--- config.mk ---
export PLATFORM = sky130hd
export DESIGN_NAME = shift_rotate_unit
export DESIGN_NICKNAME = d
export VERILOG_FILES = /design/src/rtl/sru_pkg.sv /design/src/rtl/sru_ctrl.sv /design/src/rtl/sru_stage.sv /design/src/rtl/sru_datapath.sv /design/src/rtl/shift_rotate_unit.sv
export SDC_FILE = /design/constraint.sdc
export NUM_CORES = 1
export LEC_CHECK = 0
export ABC_AREA = 1
export BUFFER_PORTS_ARGS = -buffer_cell sky130_fd_sc_hd__buf_2
export CELL_PAD_IN_SITES_DETAIL_PLACEMENT = 0
export CELL_PAD_IN_SITES_GLOBAL_PLACEMENT = 1
export CORE_AREA = 5 5 155 157
export CTS_CLUSTER_DIAMETER = 50
export DETAILED_ROUTE_END_ITERATION = 10
export DIE_AREA = 0 0 160 162
export GPL_ROUTABILITY_DRIVEN = 0
export GPL_TIMING_DRIVEN = 0
export PLACE_DENSITY_LB_ADDON = 0.1
export SLEW_MARGIN = 20
export SYNTH_ARGS = -nofsm -noshare
export SYNTH_HDL_FRONTEND = slang
export SYNTH_SLANG_ARGS = --single-unit
--- constraint.sdc ---
create_clock -name clk -period 0.8 [get_ports clk]
set_input_delay 0.16 -clock clk [delete_from_list [all_inputs] [get_ports clk]]
set_output_delay 0.16 -clock clk [all_outputs]
set_load 0.02 [all_outputs]
--- src/rtl/sru_pkg.sv ---
package sru_pkg;

  typedef enum logic [2:0] {
    OP_SHL  = 3'd0,
    OP_SHR  = 3'd1,
    OP_SAR  = 3'd2,
    OP_ROTL = 3'd3,
    OP_ROTR = 3'd4,
    OP_RCL  = 3'd5,
    OP_RCR  = 3'd6,
    OP_PASS = 3'd7
  } srOp_e;

  // What enters the vacated positions of a stage
  typedef enum logic [1:0] {
    FILL_ZERO = 2'd0,
    FILL_SIGN = 2'd1,
    FILL_WRAP = 2'd2,
    FILL_RING = 2'd3
  } srFill_e;

  // Strobes from control to datapath
  typedef struct packed {
    logic    load;
    logic    toLeft;
    srFill_e fill;
    logic    bypass;
  } srStrobe_t;

endpackage

--- src/rtl/sru_ctrl.sv ---
module sru_ctrl
  import sru_pkg::*;
(
  input  logic       clk,
  input  logic       rstN,
  input  logic       inValid,
  input  logic [2:0] opSel,
  output srStrobe_t  strobe,
  output logic       outValid
);

  always_comb begin
    strobe        = '0;
    strobe.load   = inValid;
    strobe.toLeft = 1'b0;
    strobe.fill   = FILL_ZERO;
    strobe.bypass = 1'b0;
    case (srOp_e'(opSel))
      OP_SHL:  begin strobe.toLeft = 1'b1; strobe.fill = FILL_ZERO; end
      OP_SHR:  begin strobe.toLeft = 1'b0; strobe.fill = FILL_ZERO; end
      OP_SAR:  begin strobe.toLeft = 1'b0; strobe.fill = FILL_SIGN; end
      OP_ROTL: begin strobe.toLeft = 1'b1; strobe.fill = FILL_WRAP; end
      OP_ROTR: begin strobe.toLeft = 1'b0; strobe.fill = FILL_WRAP; end
      OP_RCL:  begin strobe.toLeft = 1'b1; strobe.fill = FILL_RING; end
      OP_RCR:  begin strobe.toLeft = 1'b0; strobe.fill = FILL_RING; end
      default: strobe.bypass = 1'b1;
    endcase
  end

  always_ff @(posedge clk or negedge rstN) begin
    if (!rstN) outValid <= 1'b0;
    else       outValid <= inValid;
  end

endmodule

--- src/rtl/sru_stage.sv ---
module sru_stage
  import sru_pkg::*;
#(
  parameter int WIDTH = 32,
  parameter int SH    = 1
) (
  input  logic             enable,
  input  logic             toLeft,
  input  srFill_e          fill,
  input  logic [WIDTH-1:0] dataIn,
  input  logic             carryIn,
  output logic [WIDTH-1:0] dataOut,
  output logic             carryOut
);

  logic [WIDTH:0] ring;
  logic [WIDTH:0] rot;

  always_comb begin
    ring     = {carryIn, dataIn};
    rot      = '0;
    dataOut  = dataIn;
    carryOut = carryIn;
    if (enable) begin
      if (toLeft) begin
        carryOut = dataIn[WIDTH-SH];
        case (fill)
          FILL_WRAP: dataOut = {dataIn[WIDTH-SH-1:0], dataIn[WIDTH-1:WIDTH-SH]};
          FILL_RING: begin
            rot      = {ring[WIDTH-SH:0], ring[WIDTH:WIDTH-SH+1]};
            dataOut  = rot[WIDTH-1:0];
            carryOut = rot[WIDTH];
          end
          default:   dataOut = {dataIn[WIDTH-SH-1:0], {SH{1'b0}}};
        endcase
      end else begin
        carryOut = dataIn[SH-1];
        case (fill)
          FILL_SIGN: dataOut = {{SH{dataIn[WIDTH-1]}}, dataIn[WIDTH-1:SH]};
          FILL_WRAP: dataOut = {dataIn[SH-1:0], dataIn[WIDTH-1:SH]};
          FILL_RING: begin
            rot      = {ring[SH-1:0], ring[WIDTH:SH]};
            dataOut  = rot[WIDTH-1:0];
            carryOut = rot[WIDTH];
          end
          default:   dataOut = {{SH{1'b0}}, dataIn[WIDTH-1:SH]};
        endcase
      end
    end
  end

endmodule

--- src/rtl/sru_datapath.sv ---
module sru_datapath
  import sru_pkg::*;
#(
  parameter int WIDTH = 32,
  localparam int CW   = $clog2(WIDTH)
) (
  input  logic             clk,
  input  logic             rstN,
  input  srStrobe_t        strobe,
  input  logic [CW-1:0]    count,
  input  logic [WIDTH-1:0] operand,
  input  logic             carryIn,
  output logic [WIDTH-1:0] result,
  output logic             carryOut,
  output logic             zeroFlag,
  output logic             negFlag
);

  logic [WIDTH-1:0] stData  [CW+1];
  logic             stCarry [CW+1];

  assign stData[0]  = operand;
  assign stCarry[0] = carryIn;

  // Stage k moves by 2**k; the stages compose into one exact n-step move
  for (genvar k = 0; k < CW; k++) begin : g_stage
    sru_stage #(.WIDTH(WIDTH), .SH(1 << k)) u_stage (
      .enable  (count[k] && !strobe.bypass),
      .toLeft  (strobe.toLeft),
      .fill    (strobe.fill),
      .dataIn  (stData[k]),
      .carryIn (stCarry[k]),
      .dataOut (stData[k+1]),
      .carryOut(stCarry[k+1])
    );
  end

  always_ff @(posedge clk or negedge rstN) begin
    if (!rstN) begin
      result   <= '0;
      carryOut <= 1'b0;
      zeroFlag <= 1'b0;
      negFlag  <= 1'b0;
    end else if (strobe.load) begin
      result   <= stData[CW];
      carryOut <= stCarry[CW];
      zeroFlag <= (stData[CW] == '0);
      negFlag  <= stData[CW][WIDTH-1];
    end
  end

endmodule

--- src/rtl/shift_rotate_unit.sv ---
module shift_rotate_unit
  import sru_pkg::*;
#(
  parameter int  WIDTH = 32,
  localparam int CW    = $clog2(WIDTH)
) (
  input  logic             clk,
  input  logic             rstN,
  input  logic             inValid,
  input  logic [2:0]       opSel,
  input  logic [CW-1:0]    count,
  input  logic [WIDTH-1:0] operand,
  input  logic             carryIn,
  output logic             outValid,
  output logic [WIDTH-1:0] result,
  output logic             carryOut,
  output logic             zeroFlag,
  output logic             negFlag
);

  srStrobe_t strobe;

  sru_ctrl u_ctrl (
    .clk     (clk),
    .rstN    (rstN),
    .inValid (inValid),
    .opSel   (opSel),
    .strobe  (strobe),
    .outValid(outValid)
  );

  sru_datapath #(.WIDTH(WIDTH)) u_dp (
    .clk     (clk),
    .rstN    (rstN),
    .strobe  (strobe),
    .count   (count),
    .operand (operand),
    .carryIn (carryIn),
    .result  (result),
    .carryOut(carryOut),
    .zeroFlag(zeroFlag),
    .negFlag (negFlag)
  );

endmodule

==> metrics.md <==
| Metric | Value |
|---|---|
| Routed Antenna Nets | `0` |
| Slew HR | `48.3%` |
| Mean cell area of the mapped netlist | `4.99 sq um` |
| Final Util | `47.3%` |
| R2R depth | `3` |
| Syn Inst Count | `1332` |
| Initial Util | `29.7%` |
| Pleak | `5.47 nW` |
| Longest Clk Path Bufs | `2` |
| Launch point of the critical path | `opSel[0]` |
| FF-to-FF Start | `u_dp.result[1]` |
| Status | `finished, violations left` |
| Most frequent cells in the layout | `nand2_1 (426), nand3_1 (193), nand3_2 (173)` |
| Layout cells sized above 1 | `42.4%` |
| H-Tree Depth | `2` |
| Peak supply drop | `0.736 mV` |
| Die extent in y | `162 um` |
| Diode count | `0` |
| Vias per Instance | `5.48` |
| Final Max Slew Viols | `0` |
| Port Buf Inserts | `78` |
| Layout net count | `1546` |
| Crit Path Class | `input port to register` |
| Filler cells | `2502` |
| Crit-path max FO | `10` |
| R2R Setup Slk | `-0.02 ns` |
| RSZ-0062 raised after global routing | `yes` |
| Antenna violations before repair | `0` |
| Remaining routing DRC violations | `0` |
| Row count | `55` |
| Die W | `160 um` |
| Post-Syn Nets | `1376` |
| Number of distinct library cells after synthesis | `31` |
| Crit start category | `input port` |
| Post-Place Setup Slack | `-2.80 ns` |
| MaxCap Viol Count | `0` |
| Post-Route Setup TNS | `-60.57 ns` |
| Critical Path RT | `0.97 ns` |
| Critical path arrival | `2.89 ns` |
| Worst hold slack | `-0.0451 ns` |
| Seq/Total Area, Yosys | `13.2%` |
| GRT overflow | `0` |
| Final WL | `36.7 mm` |
| Post-route setup slack | `-1.92 ns` |
| Clock latency on the worst-skew pair | `0.28 ns` |
| Vias in the first global route | `9432` |
| Die footprint | `25900 sq um` |
| Fmax | `367 MHz` |
| Clock Skew | `0 ns` |
| Final Hold Vio Count | `35` |
| Hpwl dp | `28.8 mm` |
| # setup viols final | `70` |
| PwrDens | `1400 nW/um^2` |
| CTS Root Cell | `clkbuf_16` |
| Wirelength per Cell | `20.5 um` |
| Setup crit end kind | `register` |
| All-Layer GR Usage | `27.0%` |
| Largest net degree at the start of global routing | `36` |
| Area growth syn-to-layout | `59.1%` |
| Via count | `9795` |
| Clock Sinks | `35` |
| Commonest non-fill, non-tap cell in the layout | `nand2_1` |
| Tightest Hold Check Type | `input port to async pin` |
| First-pass GRT wire length | `55.4 mm` |
| CTS Buf Count | `5` |
| CTS tree | `done` |
| Slew @ Worst Pin | `0.776 ns` |
| Worst R2R End | `u_dp.result[1]` |
| Failing checks | `negative hold slack, negative setup slack` |
| Core box area | `22400 sq um` |
| Syn. warnings | `0` |
| Initial DRC count | `686` |
| Post-synthesis register bit count | `35` |
| Syn Std Cell Area | `6640 sq um` |
| CTS clk-pin slew, worst paths | `0.06 ns` |
| Ports | `80` |
| Final worst-path cycle share | `340%` |
| Drt pass-1 iters | `6` |
| Post-layout min period | `2.72 ns` |
flip-flops by register name, indices dropped and copies added, names as in the netlist:
register and count:
u_dp.result 31, u_dp.carryOut 1, u_dp.zeroFlag 1, u_dp.negFlag 1, u_ctrl.outValid 1
how the worst max path moves through the flow:
stage / slack (ns) / to
floorplan: -1.49 / u_dp.zeroFlag
global placement: -2.81 / u_dp.zeroFlag
detailed placement: -2.80 / u_dp.zeroFlag
CTS: -1.93 / u_dp.zeroFlag
global route: -2.13 / u_dp.zeroFlag
finish: -1.92 / u_dp.zeroFlag
cell type report:
type / count / area (sq um) / share of cell area [%]
Inverter: 98 / 412 / 3.89
Multi-Input combinational cell: 1114 / 6750 / 63.9
Sequential cell: 35 / 876 / 8.28
Timing Repair Buffer: 163 / 1400 / 13.2
Tap cell: 285 / 357 / 3.37
Clock buffer: 8 / 156 / 1.48
Buffer: 85 / 621 / 5.87
cell families after synthesis:
kind of cell | after synthesis | synth area share, %
AOI/OAI and AO/OA | 95 | 8.14
buffers and inverters | 184 | 12.3
and+or+nand+nor | 1018 | 66.3
DFF | 35 | 13.2
what timing repair did:
item	4_1_cts	5_1_grt
gates resized for setup	389	181
pin swaps	105	108
setup endpoints to repair	70	70
setup buffers	62	21
hold endpoints to repair	35	0
gates cloned	3	1
per-stage QoR:
stage | cells | cell area, sq um | power, mW | hold WS [ns]
3_3_place_gp | 1695 | 7640 | 9.61 | 0.278
3_5_place_dp | 1695 | 7640 | 9.60 | 0.280
4_1_cts | 1768 | 9690 | 13.8 | -0.0186
2_1_floorplan | 1332 | 6900 | 7.12 | -0.136
6_report | 1788 | 10600 | 14.8 | -0.0451
5_1_grt | 1788 | 10600 | 15.7 | 0.0283
worst max-delay path: stages:
cell and delay [ns]:
buf_12 0.13, nand2_8 0.09, nand3_4 0.17, nand2_8 0.16, buf_6 0.13, clkinv_8 0.08
buf_4 0.19, buf_4 0.20, buf_6 0.15, o211ai_1 0.30, nand3_1 0.18, nand3_2 0.15
nand3_2 0.11, nand2_4 0.14, nand2_2 0.07, nand2_2 0.09, nor2_2 0.05, nand4_1 0.15
nor2_2 0.06, nand3_1 0.08, nand2_1 0.05
layer usage:
| metal | routed length, um | track usage [%] | up-vias |
|---|---|---|---|
| met2 | 17900 | 48.6 | 370 |
| met4 | 2350 | 14.4 | 0 |
| met5 | 0 | 0 | - |
| li1 | - | - | 4699 |
| met3 | 1530 | 1.80 | 123 |
| met1 | 14900 | 32.3 | 4603 |
power by group:
group | internal [mW] | switching, mW | total (mW) | leakage (nW)
registers | 2.06 | 0.197 | 2.26 | 0.419
logic | 3.94 | 6.59 | 10.5 | 4.98
clock network | 1.32 | 0.692 | 2.02 | 0.0772
Yosys cell counts:
library cell / instances / area [sq um]
or2_1: 9 / 56.3
o211ai_1: 16 / 120
or2_4: 1 / 8.76
clkbuf_1: 25 / 93.8
nand3_1: 377 / 1890
buf_6: 7 / 78.8
buf_2: 34 / 170
a21boi_0: 1 / 7.51
nand2_2: 3 / 18.8
nand4_1: 3 / 18.8
a31oi_1: 10 / 62.6
buf_4: 9 / 67.6
nand2_1: 577 / 2170
o21ai_1: 11 / 55.1
inv_1: 91 / 342
o21ai_0: 40 / 200
and2_1: 4 / 25.0
a21boi_1: 3 / 22.5
a21oi_1: 13 / 65.1
nand3_4: 1 / 17.5
nor2_2: 1 / 6.26
nand3_2: 3 / 30.0
nor2_1: 34 / 128
inv_2: 3 / 11.3
buf_1: 11 / 41.3
nand2_4: 3 / 33.8
dfrtp_1: 35 / 876
or2_0: 1 / 6.26
a21o_1: 1 / 7.51
clkinv_1: 4 / 15.0
nor3_1: 1 / 5.00
Power figures use the tool's default switching activity.
